## config.mk

```make
export PLATFORM = sky130hd
export DESIGN_NAME = glyph_bank_sel
export DESIGN_NICKNAME = d
export VERILOG_FILES = /design/src/rtl/glyph_sel_pkg.sv /design/src/rtl/glyph_sync.sv /design/src/rtl/glyph_hist.sv /design/src/rtl/glyph_fsm.sv /design/src/rtl/glyph_bank_sel.sv
export SDC_FILE = /design/constraint.sdc
export NUM_CORES = 1
export LEC_CHECK = 0
export BUFFER_PORTS_ARGS = -buffer_cell sky130_fd_sc_hd__buf_2
export CORE_AREA = 2 2 39 41
export DETAILED_ROUTE_END_ITERATION = 10
export DIE_AREA = 0 0 41 43
export SETUP_SLACK_MARGIN = 0.05
export SYNTH_ARGS = -nofsm -noshare
export SYNTH_HDL_FRONTEND = slang
export SYNTH_SLANG_ARGS = --single-unit
```

## constraint.sdc

```tcl
create_clock -name clk -period 2.4 [get_ports clk]
set_input_delay 0.12 -clock clk [delete_from_list [all_inputs] [get_ports clk]]
set_output_delay 0.12 -clock clk [all_outputs]
set_load 0.02 [all_outputs]
```

## src/rtl/glyph_sel_pkg.sv

```systemverilog
package glyph_sel_pkg;
    localparam int SYNC_W  = 5;
    localparam int IDX_M1   = 0;
    localparam int IDX_MREQ = 1;
    localparam int IDX_RFSH = 2;
    localparam int IDX_D7   = 3;
    localparam int IDX_MODE = 4;
    localparam logic [SYNC_W-1:0] SYNC_RST = 5'b00111;

    typedef enum logic [1:0] {
        ST_IDLE,
        ST_FETCH,
        ST_REFR,
        ST_LOCKED
    } sel_state_t;
endpackage

```

## src/rtl/glyph_sync.sv

```systemverilog
module glyph_sync #(
    parameter int              WIDTH   = 5,
    parameter int              STAGES  = 2,
    parameter logic [WIDTH-1:0] RST_VAL = '0
) (
    input  logic             clk,
    input  logic             rst_n,
    input  logic [WIDTH-1:0] async_in,
    output logic [WIDTH-1:0] sync_out
);
    logic [WIDTH-1:0] chain [STAGES];

    always_ff @(posedge clk or negedge rst_n) begin
        if (!rst_n) chain[0] <= RST_VAL;
        else        chain[0] <= async_in;
    end

    generate
        for (genvar s = 1; s < STAGES; s++) begin : g_stage
            always_ff @(posedge clk or negedge rst_n) begin
                if (!rst_n) chain[s] <= RST_VAL;
                else        chain[s] <= chain[s-1];
            end
        end
    endgenerate

    assign sync_out = chain[STAGES-1];
endmodule

```

## src/rtl/glyph_hist.sv

```systemverilog
module glyph_hist #(
    parameter int               WIDTH   = 3,
    parameter logic [WIDTH-1:0] RST_VAL = '0
) (
    input  logic             clk,
    input  logic             rst_n,
    input  logic [WIDTH-1:0] cur,
    output logic [WIDTH-1:0] prev
);
    always_ff @(posedge clk or negedge rst_n) begin
        if (!rst_n) prev <= RST_VAL;
        else        prev <= cur;
    end
endmodule

```

## src/rtl/glyph_fsm.sv

```systemverilog
module glyph_fsm
    import glyph_sel_pkg::*;
(
    input  logic clk,
    input  logic rst_n,
    input  logic m1_s,
    input  logic m1_p,
    input  logic mreq_s,
    input  logic mreq_p,
    input  logic rfsh_s,
    input  logic d7_p,
    input  logic mode_s,
    input  logic cpu_a9,
    output logic ram_a9
);
    sel_state_t state, nxt;
    logic inv_q, mode_q;
    logic m1_rise, m1_fall, mreq_fall, mode_take;

    assign m1_rise   = m1_s & ~m1_p;
    assign m1_fall   = ~m1_s & m1_p;
    assign mreq_fall = ~mreq_s & mreq_p;
    assign mode_take = mreq_fall & ~rfsh_s;

    always_comb begin
        nxt = state;
        unique case (state)
            ST_IDLE: begin
                if (!rfsh_s)      nxt = mreq_fall ? ST_LOCKED : ST_REFR;
                else if (m1_fall) nxt = ST_FETCH;
            end
            ST_FETCH: begin
                if (!rfsh_s)      nxt = mreq_fall ? ST_LOCKED : ST_REFR;
                else if (m1_rise) nxt = ST_IDLE;
            end
            ST_REFR: begin
                if (rfsh_s)         nxt = ST_IDLE;
                else if (mreq_fall) nxt = ST_LOCKED;
            end
            ST_LOCKED: begin
                if (rfsh_s) nxt = ST_IDLE;
            end
        endcase
    end

    always_ff @(posedge clk or negedge rst_n) begin
        if (!rst_n) begin
            state  <= ST_IDLE;
            inv_q  <= 1'b0;
            mode_q <= 1'b0;
        end else begin
            state <= nxt;
            if (m1_rise)   inv_q  <= d7_p;
            if (mode_take) mode_q <= mode_s;
        end
    end

    always_comb begin
        ram_a9 = cpu_a9;
        unique case (state)
            ST_IDLE, ST_FETCH:  ram_a9 = cpu_a9;
            ST_REFR, ST_LOCKED: ram_a9 = mode_q ? inv_q : cpu_a9;
        endcase
    end

    // stored bit is the D7 sample one clock older than the /M1 rise
    a_r6_d7_capture: assert property (@(posedge clk) disable iff (!rst_n)
        m1_rise |=> inv_q == $past(d7_p));
    a_r6_inv_hold: assert property (@(posedge clk) disable iff (!rst_n)
        !m1_rise |=> $stable(inv_q));
    // mode taken only at /MREQ fall inside refresh
    a_r3_mode_capture: assert property (@(posedge clk) disable iff (!rst_n)
        mode_take |=> mode_q == $past(mode_s));
    // no other event moves the mode latch
    a_r7_mode_hold: assert property (@(posedge clk) disable iff (!rst_n)
        !mode_take |=> $stable(mode_q));
    // refresh states are left once /RFSH is seen high
    a_r8_leave_refresh: assert property (@(posedge clk) disable iff (!rst_n)
        rfsh_s |=> (state == ST_IDLE || state == ST_FETCH));
endmodule

```

## src/rtl/glyph_bank_sel.sv

```systemverilog
module glyph_bank_sel
    import glyph_sel_pkg::*;
#(
    parameter int SYNC_STAGES = 2
) (
    input  logic clk,
    input  logic rst_n,
    input  logic m1_n,
    input  logic mreq_n,
    input  logic rfsh_n,
    input  logic d7,
    input  logic cpu_a9,
    input  logic wide_mode,
    output logic ram_a9
);
    logic [SYNC_W-1:0] raw_bus, s_bus;
    logic [2:0]        h_cur, h_prev;

    always_comb begin
        raw_bus           = '0;
        raw_bus[IDX_M1]   = m1_n;
        raw_bus[IDX_MREQ] = mreq_n;
        raw_bus[IDX_RFSH] = rfsh_n;
        raw_bus[IDX_D7]   = d7;
        raw_bus[IDX_MODE] = wide_mode;
    end

    glyph_sync #(
        .WIDTH  (SYNC_W),
        .STAGES (SYNC_STAGES),
        .RST_VAL(SYNC_RST)
    ) u_sync (
        .clk     (clk),
        .rst_n   (rst_n),
        .async_in(raw_bus),
        .sync_out(s_bus)
    );

    assign h_cur = {s_bus[IDX_D7], s_bus[IDX_MREQ], s_bus[IDX_M1]};

    glyph_hist #(
        .WIDTH  (3),
        .RST_VAL(3'b011)
    ) u_hist (
        .clk  (clk),
        .rst_n(rst_n),
        .cur  (h_cur),
        .prev (h_prev)
    );

    glyph_fsm u_fsm (
        .clk   (clk),
        .rst_n (rst_n),
        .m1_s  (s_bus[IDX_M1]),
        .m1_p  (h_prev[0]),
        .mreq_s(s_bus[IDX_MREQ]),
        .mreq_p(h_prev[1]),
        .rfsh_s(s_bus[IDX_RFSH]),
        .d7_p  (h_prev[2]),
        .mode_s(s_bus[IDX_MODE]),
        .cpu_a9(cpu_a9),
        .ram_a9(ram_a9)
    );

    // with /RFSH high for two samples the CPU line passes through
    a_r2_passthru: assert property (@(posedge clk) disable iff (!rst_n)
        (s_bus[IDX_RFSH] && $past(s_bus[IDX_RFSH])) |-> ram_a9 == cpu_a9);
endmodule

```

==> Word level (Yosys, flattened, before mapping) <==
Index checks and enable logic that the tools add are counted.
{ "classes": {"n_mux": 11, "reduce_logical": 4, "bitwise": 8, "eq_ne": 7} }
{ "op_table": {"columns": ["op", "count"], "rows": [
  ["2-bit two-way mux", 7],
  ["3-bit by 2-bit != test with 1-bit output, second input constant", 3],
  ["2-bit case mux with 4 select lines", 1],
  ["1-bit bitwise AND", 4],
  ["2-bit == test, second input constant", 2],
  ["1-bit NOT", 4],
  ["4-bit AND reduction", 1],
  ["2-bit OR reduction", 2],
  ["2-bit by 1-bit == test with 1-bit output, second input constant", 1],
  ["2-bit logical NOT", 1],
  ["1-bit two-way mux", 2],
  ["2-bit != test, second input constant", 1],
  ["1-bit case mux with 2 select lines", 1]
]} }
{ "totals": {"inputBits": 8, "reg_bits": 17, "wordCells": 36, "output_inout_bits": 1} }

==> Depth between registers and ports, before layout <==
Gate-level depths: netlist (run 1).
{ "depth": {"word_depth": 5, "ltp_mapped": 3, "ltp_nobuf": 3} }

==> Cells and area by module <==
From an unflattened synthesis (run 1), not the netlist that was laid out.
{ "unflattened": {"hier_cells": 30, "area_unflattened_um2": 523.0} }
{ "modules_own_cells": {"columns": ["mod", "n_inst", "cells_per_inst", "area_per_inst_um2", "seq_area_each_um2"], "rows": [
  ["glyph_sync", 1, 15, 295.3, 257.7],
  ["glyph_fsm", 1, 12, 150.1, 75.1],
  ["glyph_hist", 1, 3, 77.6, 77.6]
]} }

==> Least setup slack after synthesis (run 1) <==
No wires, ideal clock.
{ "synth_timing": {"kind": "register to register", "start": "register u_hist.prev[1]", "end": "register u_fsm.mode_q", "required_time_ns": 2.275, "path_stages_with_launch": 4, "n_path_buf": 0, "synth_period_minus_slack_ns": 1.140, "setup_time_ns": 0.125, "arrival_time_ns": 1.015, "slack_ns": 1.260, "path_cell_list": "dfstp_2 > nor2b_4 > and2_4 > mux2_4"} }
{ "synth_between": {"elab_chain_len": 2} }
{ "synth_lines": {"columns": ["item", "line_no", "text"], "rows": [
  ["start, declared", "glyph_hist.sv:8", "output logic [WIDTH-1:0] prev"],
  ["start signal, assigned", "glyph_hist.sv:12", "else prev <= cur;"],
  ["1-bit bitwise AND", "glyph_fsm.sv:22", "assign mreq_fall = ~mreq_s & mreq_p;"],
  ["1-bit bitwise AND", "glyph_fsm.sv:23", "assign mode_take = mreq_fall & ~rfsh_s;"],
  ["end signal, assigned", "glyph_fsm.sv:54", "if (mode_take) mode_q <= mode_s;"],
  ["end, declared", "glyph_fsm.sv:17", "logic inv_q, mode_q;"]
]} }
No other way between the ends.
A chain may end at the register's enable or synchronous reset.

==> Worst setup path after layout (run 1) <==
{ "layout_timing": {"start": "register u_fsm.mode_q", "end": "output port ram_a9"} }
{ "layout_between": {"elab_chain_len": 2} }
{ "layout_lines": {"columns": ["item", "line_no", "text"], "rows": [
  ["1-bit two-way mux", "glyph_fsm.sv:62", "ST_REFR, ST_LOCKED: ram_a9 = mode_q ? inv_q : cpu_a9;"],
  ["1-bit case mux with 2 select lines", "glyph_fsm.sv:60", "unique case (state)"],
  ["end, declared", "glyph_bank_sel.sv:14", "output logic ram_a9"]
]} }
No other way between the ends.

==> results of run 1 <==
-- layer usage --
metal	track usage, %	wire length [um]
met1	9.25	198
met2	16.9	326
met4	6.00	0
met5	0	0
met3	3.14	34
-- per-stage QoR --
stage | instance area, um^2 | power, W
after floorplan | 485 | 0.000320
after global placement | 546 | 0.000333
after detailed placement | 546 | 0.000335
after CTS | 632 | 0.000482
after global routing | 632 | 0.000503
final | 632 | 0.000471
-- Yosys cell counts --
cell / instances / area share (%)
and2_4: 1 / 1.8
dfrtp_1: 8 / 41
dfstp_2: 8 / 43
inv_1: 2 / 1.5
mux2_2: 2 / 4.6
mux2_4: 1 / 3.1
nand2_1: 1 / 0.77
nor2_1: 1 / 0.77
nor2b_4: 1 / 2.8
-- registers in the layout (all words and copies together) (netlist names) --
| register | cells |
|---|---|
| u_fsm.inv_q | 1 |
| u_fsm.mode_q | 1 |
| u_sync.chain | 5 |
| u_sync.sync_out | 5 |
| u_fsm.state | 1 |
| u_hist.prev | 3 |
-- logic make-up (layout without fill, tap and decap cells) --
logic type             after synthesis  in the layout  synth area share, %
and+or+nand+nor                      4              4                 6.18
muxes                                3              3                 7.73
DFF                                 16             16                 84.5
buffers and inverters                2             20                 1.55
-- final timing paths --
kind | to | slack (ns) | depth (start not counted)
max reg2reg | u_fsm.mode_q$_DFFE_PN0P_ | 1.24 | 3
min in group clk | u_sync.sync_out[2]$_DFF_PN1_ | 0.36 | 0
min | u_sync.chain[8]$_DFF_PN0_ | 0.27 | 2
max | ram_a9 | 1.08 | 3
max in group asynchronous | u_sync.sync_out[2]$_DFF_PN1_ | 1.83 | 2
min reg2reg | u_sync.sync_out[2]$_DFF_PN1_ | 0.36 | 0
-- power breakdown --
part	total (W)	switching (W)	leakage (nW)	internal, W
sequential	0.000299	0.00000621	0.178	0.000292
clock	0.000134	0.0000700	0.0150	0.0000643
combinational	0.0000381	0.0000148	0.0979	0.0000233
-- area by class of cell --
class                      count  share of cell area [%]
timing repair buffer          14                    15.8
tap                           16                    3.17
clock buffer                   4                    4.16
sequential                    16                    65.0
multi-input combinational      7                    10.7
inverter                       2                    1.19
-- repair_timing --
| item | in CTS | in global routing |
|---|---|---|
| hold buffers | 6 | 0 |
| resized for setup | 0 | 0 |
| buffers inserted | 0 | 0 |
| hold endpoints to repair | 13 | 0 |
==> impl_metrics.py, run 1 <==
metrics = {
    "place": {
        "place_ws_ns": 1.24,
        "placed_cells": 49,
        "gp_congestion": 0.600,
        "io_buffers": 8,
    },
    "setup_path": {
        "crit_buf_inv": 1,
        "crit_type": "reg2out",
        "required_ns": 2.28,
        "critPathMaxFanout": 2,
        "critPathMaxStageDelay_ns": 0.38,
        "slowest_stage": "dfrtp_1",
        "cp_top_family": "flip-flops",
        "crit_arrival_ns": 1.20,
        "path_cells": "nand2_1, mux2_2, buf_2",
        "crit_start": "u_fsm.mode_q$_DFFE_PN0P_",
        "start_kind": "flip-flop",
        "reg2reg_from": "u_hist.prev[1]$_DFF_PN1_",
        "end_kind": "output pin",
    },
    "floorplan": {
        "die_area_mm2": 0.00176,
        "die_w_um": 41,
        "initial_core_util_pct": 35.1,
        "core_area_mm2": 0.00138,
        "num_rows": 14,
        "die_h_um": 43,
        "io_pins": 9,
    },
    "run_status": {
        "status": "finished, final reports clean",
    },
    "global_routing": {
        "track_usage_pct": 9.83,
        "grt_pass1_wl_um": 1100,
        "grt_max_degree": 17,
        "grt_overflow_total": 0,
        "antenna_found_initial": 0,
        "grt_pass1_vias": 311,
    },
    "timing": {
        "tightest_slew_ns": 0.333,
        "max_freq_mhz": 758,
        "skew_ns": 0.00373,
        "grt_setup_unrepaired": "no",
        "finalCritPeriodShare_pct": 55.0,
        "layout_setup_ws_ns": 1.08,
        "maxSlewHeadroom_pct": 77.8,
        "setup_viol": 0,
        "maxSlewViolCount": 0,
        "final-hold-violation-count": 0,
        "holdWs_ns": 0.273,
        "setup-tns-final_ns": 0,
        "period_needed_ns": 1.32,
    },
    "finish": {
        "drive_above_1_share_pct": 55.8,
        "seq_area_um2": 410,
        "final_util_pct": 45.7,
        "antenna-diode-count": 0,
        "fill_cells": 130,
        "final_nets": 52,
        "final_cell_mix": "buf_2, dfrtp_1, dfstp_2",
        "fin_cells": 59,
        "area_growth_pct": 30.2,
        "multi_input_area_um2": 67.6,
    },
    "cts": {
        "cts_buffers": 3,
        "h-tree-depth": 1,
        "insertion_delay_ns": 0.27,
        "cts_tree": "done",
        "cts_buffer_depth": 2,
        "clk_pin_slew_ns": 0.08,
        "cts_sinks": 16,
        "ctsRootBufferMaster": "clkbuf_4",
    },
    "routing": {
        "drtIter0Drc": 0,
        "avgViaCountPerCell": 3.97,
        "drc": 0,
        "wl_per_cell_um": 9.47,
        "postRouteAntennaNets": 0,
        "wl_um": 559,
        "first_pass_iters": 1,
        "via_count": 234,
    },
    "logic_synthesis": {
        "ys_seq_area_share_pct": 84.5,
        "yosysUniqueCellTypes": 9,
        "syn_nets": 33,
        "syn_avg_cell_area_um2": 19.4,
        "synthCells": 25,
        "synth.ff_latch_count": 16,
        "syn_area_um2": 485,
        "yosysWarnings": 0,
    },
    "hold_path": {
        "hp-class": "in2async",
    },
    "pwr": {
        "leakagePower_nw": 0.290,
        "cellPowerDensity_mw_per_mm2": 745,
        "peakVddDrop_uv": 358,
    },
    "job": {
        "cap_violations": 0,
    },
}
No activity file was read; power rests on OpenSTA's default activity.
==> run 2: changes to the inputs <==
Clock period 2.4 ns to 1.15 ns, I/O delays scaled along.
==> run 2 against run 1 <==
Net effect:
- the flow now finishes with violations (negative setup slack)
- critical path depth stayed put
- first-iteration DRC count is 5 higher
- die area stayed put
- hold slack worse by 0.067 ns
- global-route usage is 0.54 points lower
- sequential share of layout area is 2.5 points lower
- utilization is 1.8 points higher
- clock power is 97% higher
- count of clock-buffer cells in the layout is 1 lower
==> impl_metrics.py, run 2 (synthesis results as in run 1) <==
metrics = {
    "run_status": {
        "status": "finished, violations left",
        "violations": "negative setup slack",
    },
    "finish": {
        "final_nets": 53,
        "antenna-diode-count": 0,
        "post-route-cell-area_um2": 657,
        "final_util_pct": 47.5,
        "final_cell_mix": "dfrtp_1, dfstp_2, buf_2",
        "drive_above_1_share_pct": 62.8,
        "fill_cells": 119,
        "area_growth_pct": 35.3,
        "fin_cells": 59,
    },
    "timing": {
        "layout_setup_ws_ns": -0.0609,
        "max_freq_mhz": 826,
        "maxSlewViolCount": 0,
        "period_needed_ns": 1.21,
        "finalCritPeriodShare_pct": 105,
        "setup_viol": 2,
        "skew_ns": 0.000325,
        "final-hold-violation-count": 0,
        "tightest_slew_ns": 0.329,
        "grt_setup_unrepaired": "yes",
        "maxSlewHeadroom_pct": 78.0,
    },
    "floorplan": {
        "core_area_mm2": 0.00138,
        "initial_core_util_pct": 35.1,
        "io_pins": 9,
        "die_area_mm2": 0.00176,
        "die_h_um": 43,
        "num_rows": 14,
        "die_w_um": 41,
    },
    "place": {
        "place_area_um2": 546,
        "io_buffers": 8,
        "dp_hpwl_um": 351,
        "gp_congestion": 0.646,
        "place_ws_ns": -0.00948,
        "placed_cells": 49,
    },
    "global_routing": {
        "grt_pass1_wl_um": 1040,
        "antenna_found_initial": 0,
        "grt_overflow_total": 0,
        "grt_max_degree": 17,
        "track_usage_pct": 9.30,
        "grt_pass1_vias": 275,
    },
    "cts": {
        "cts_buffer_depth": 2,
        "clk_pin_slew_ns": 0.08,
        "cts_sinks": 16,
        "cts_buffers": 3,
        "insertion_delay_ns": 0.27,
        "cts_tree": "done",
        "h-tree-depth": 1,
        "ctsRootBufferMaster": "clkbuf_4",
    },
    "setup_path": {
        "start_kind": "flip-flop",
        "crit_arrival_ns": 1.15,
        "end_kind": "output pin",
        "crit_type": "reg2out",
        "critPathMaxFanout": 2,
        "required_ns": 1.09,
    },
    "routing": {
        "avgViaCountPerCell": 4.08,
        "postRouteAntennaNets": 0,
        "via_count": 241,
        "dr_wl_met2_um": 297,
        "dr.max_layer_used": "met3",
        "wl_met1_um": 210,
        "drc": 0,
        "wl_per_cell_um": 9.10,
        "met3WireLength_um": 30,
        "first_pass_iters": 2,
        "wl_um": 537,
        "drtIter0Drc": 5,
    },
    "hold_path": {
        "hp-class": "in2async",
    },
    "job": {
        "cap_violations": 0,
    },
    "pwr": {
        "cellPowerDensity_mw_per_mm2": 1510,
        "peakVddDrop_uv": 703,
        "leakagePower_nw": 0.304,
    },
}
run 2: metal layers:
layer / GRT usage (%) / up-vias
li1: - / 112
met1: 9.89 / 120
met2: 13.8 / 9
met3: 3.14 / 0
met4: 8.00 / 0
met5: 0 / -
run 2: repair_timing:
item,CTS,global route
setup endpoints to repair,3,3
setup buffers,1,0
hold endpoints to repair,21,0
pin swaps,2,1
resized for setup,6,1
hold buffers,6,0
cloned,0,0
run 2: cell type report:
class | instances | area [um^2] | area share (%)
repair buffers | 15 | 114 | 17.3
well taps | 16 | 20.0 | 3.05
inverters | 2 | 7.51 | 1.14
clock buffers | 3 | 22.5 | 3.43
multi-input cells | 7 | 82.6 | 12.6
flip-flops and latches | 16 | 410 | 62.5
run 2: report_power, final:
part | switching (W) | internal (W) | total [W]
sequential | 0.0000151 | 0.000610 | 0.000625
combinational | 0.0000346 | 0.0000686 | 0.000103
clock | 0.000143 | 0.000121 | 0.000264
run 2: final timing paths:
kind / end / slack (ns) / start / depth (start not counted)
worst min register to register: u_hist.prev[2]$_DFF_PN0_ / 0.35 / u_sync.sync_out[3]$_DFF_PN0_ / 0
worst max-delay path: ram_a9 / -0.06 / u_fsm.mode_q$_DFFE_PN0P_ / 3
worst min-delay path: u_sync.chain[9]$_DFF_PN0_ / 0.21 / rst_n / 2
max in group asynchronous: u_hist.prev[0]$_DFF_PN1_ / 0.65 / rst_n / 2
min in group clk: u_hist.prev[2]$_DFF_PN0_ / 0.35 / u_sync.sync_out[3]$_DFF_PN0_ / 0
worst max register to register: u_fsm.mode_q$_DFFE_PN0P_ / -0.02 / u_hist.prev[1]$_DFF_PN1_ / 3
run 2: worst max-delay path, stage by stage (launching register included):
cell and delay, ns:
dfrtp_1 0.38, nand2_1 0.08, mux2_4 0.30, buf_6 0.13
run 2: metrics by stage:
step,total power (W),setup TNS (ns),hold slack (ns)
finish,0.000993,-0.0813,0.206
global route,0.00107,-0.169,0.228
CTS,0.00101,-0.116,0.204
detailed placement,0.000699,-0.00948,-0.0214
global placement,0.000695,0,-0.0381
floorplan,0.000668,0,-0.238
==> run 3: changes to the inputs <==
Settings changed: CTS_BUF_LIST from default to sky130_fd_sc_hd__clkbuf_8, SLEW_MARGIN from default to 30.
==> run 3 against run 2 <==
Net effect:
- clock power increased by 45%
- fmax increased by 3.7%
- the flow still finishes with violations (negative setup slack)
- clock skew about the same
- non-clock buffer count unchanged
==> impl_metrics.py, run 3 (synthesis results as in run 1) <==
metrics = {
    "run_status": {
        "status": "finished, violations left",
        "violations": "negative setup slack",
    },
    "global_routing": {
        "grt_overflow_total": 0,
        "grt_max_degree": 17,
        "grt_pass1_vias": 276,
        "track_usage_pct": 8.47,
        "grt_pass1_wl_um": 993,
        "antenna_found_initial": 0,
    },
    "cts": {
        "cts_tree": "done",
        "clk_pin_slew_ns": 0.05,
        "h-tree-depth": 1,
        "ctsRootBufferMaster": "clkbuf_8",
        "cts_sinks": 16,
        "cts_buffers": 3,
        "insertion_delay_ns": 0.23,
        "cts_buffer_depth": 2,
    },
    "setup_path": {
        "r2r_cells": 3,
        "required_ns": 1.09,
        "crit_type": "reg2out",
        "reg2reg_slack_ns": -0.02,
        "r2r-end": "u_fsm.mode_q$_DFFE_PN0P_",
        "end_kind": "output pin",
        "crit_arrival_ns": 1.11,
        "reg2reg_from": "u_hist.prev[1]$_DFF_PN1_",
        "critPathMaxFanout": 2,
        "start_kind": "flip-flop",
    },
    "floorplan": {
        "die_h_um": 43,
        "die_w_um": 41,
        "num_rows": 14,
        "die_area_mm2": 0.00176,
        "io_pins": 9,
        "core_area_mm2": 0.00138,
        "initial_core_util_pct": 35.1,
    },
    "finish": {
        "final_nets": 53,
        "post-route-cell-area_um2": 676,
        "fin_cells": 59,
        "drive_above_1_share_pct": 62.8,
        "antenna-diode-count": 0,
        "area_growth_pct": 39.2,
        "final_cell_mix": "dfrtp_1, dfstp_2, buf_2",
        "final_util_pct": 48.8,
    },
    "place": {
        "placed_cells": 49,
        "io_buffers": 8,
        "dp_hpwl_um": 351,
        "gp_congestion": 0.646,
        "place_area_um2": 546,
    },
    "timing": {
        "period_needed_ns": 1.17,
        "maxSlewViolCount": 0,
        "grt_setup_unrepaired": "yes",
        "setup-tns-final_ns": -0.0354,
        "setup_viol": 2,
        "layout_setup_ws_ns": -0.0180,
        "finalCritPeriodShare_pct": 102,
        "tightest_slew_ns": 0.328,
        "max_freq_mhz": 856,
        "skew_ns": 0.000682,
        "maxSlewHeadroom_pct": 78.1,
        "final-hold-violation-count": 0,
    },
    "routing": {
        "first_pass_iters": 2,
        "drc": 0,
        "postRouteAntennaNets": 0,
        "drtIter0Drc": 3,
        "via_count": 244,
        "wl_um": 521,
        "avgViaCountPerCell": 4.14,
        "wl_per_cell_um": 8.83,
    },
    "pwr": {
        "peakVddDrop_uv": 1020,
        "cellPowerDensity_mw_per_mm2": 1650,
        "leakagePower_nw": 0.312,
    },
    "hold_path": {
        "hp-class": "in2async",
    },
    "job": {
        "cap_violations": 0,
    },
}
-- run 3: cell counts in the layout (fill, tap and decap cells not counted) --
No cell type changed its count.
-- run 3: power breakdown --
part	switching [W]	internal [W]	total (W)	leakage, nW
Combinational	0.0000346	0.0000686	0.000103	0.113
Clock	0.000153	0.000231	0.000384	0.0216
Sequential	0.0000150	0.000612	0.000627	0.178
Total	0.000203	0.000911	0.00111	0.312
-- run 3: worst max-delay path, stage by stage (launching register included) --
cell	delay, ns
dfrtp_1	0.37
nand2_1	0.08
mux2_4	0.30
buf_6	0.13
-- run 3: what timing repair did --
action                     4_1_cts  5_1_grt
pin swaps                        2        1
buffers inserted                 1        0
setup endpoints to repair        3        3
gates resized for setup          6        1
hold buffers                     6        0
gates cloned                     0        0
hold endpoints to repair        13        0
-- run 3: stage by stage --
step	hold slack [ns]	setup WS [ns]	total power [W]
2_1_floorplan	-0.238	0.0151	0.000668
3_3_place_gp	-0.0381	0.0111	0.000695
3_5_place_dp	-0.0214	-0.00948	0.000699
4_1_cts	0.256	-0.0355	0.00113
5_1_grt	0.286	-0.0630	0.00118
6_report	0.246	-0.0180	0.00111
-- run 3: layout make-up --
type,count,area [um^2]
Multi-Input combinational cell,7,82.6
Sequential cell,16,410
Clock buffer,3,41.3
Fill cell,116,708
Timing Repair Buffer,15,114
Inverter,2,7.51
Tap cell,16,20.0
-- run 3: worst max path at each step --
stage,startpoint,end,cells past startpoint
2_1_floorplan,u_hist.prev[1]$_DFF_PN1_,u_fsm.mode_q$_DFFE_PN0P_,3
3_3_place_gp,u_hist.prev[1]$_DFF_PN1_,u_fsm.mode_q$_DFFE_PN0P_,3
3_5_place_dp,u_hist.prev[1]$_DFF_PN1_,u_fsm.mode_q$_DFFE_PN0P_,3
4_1_cts,u_fsm.mode_q$_DFFE_PN0P_,ram_a9,3
5_1_grt,u_fsm.mode_q$_DFFE_PN0P_,ram_a9,3
6_report,u_fsm.mode_q$_DFFE_PN0P_,ram_a9,3
-- run 3: metal layers --
metal | vias to the layer above | part of all wire [%] | track usage, %
li1 | 114 | - | -
met1 | 121 | 40 | 9.54
met2 | 9 | 54 | 13.4
met3 | 0 | 5.4 | 3.14
met4 | 0 | 0 | 4.00
met5 | - | 0 | 0
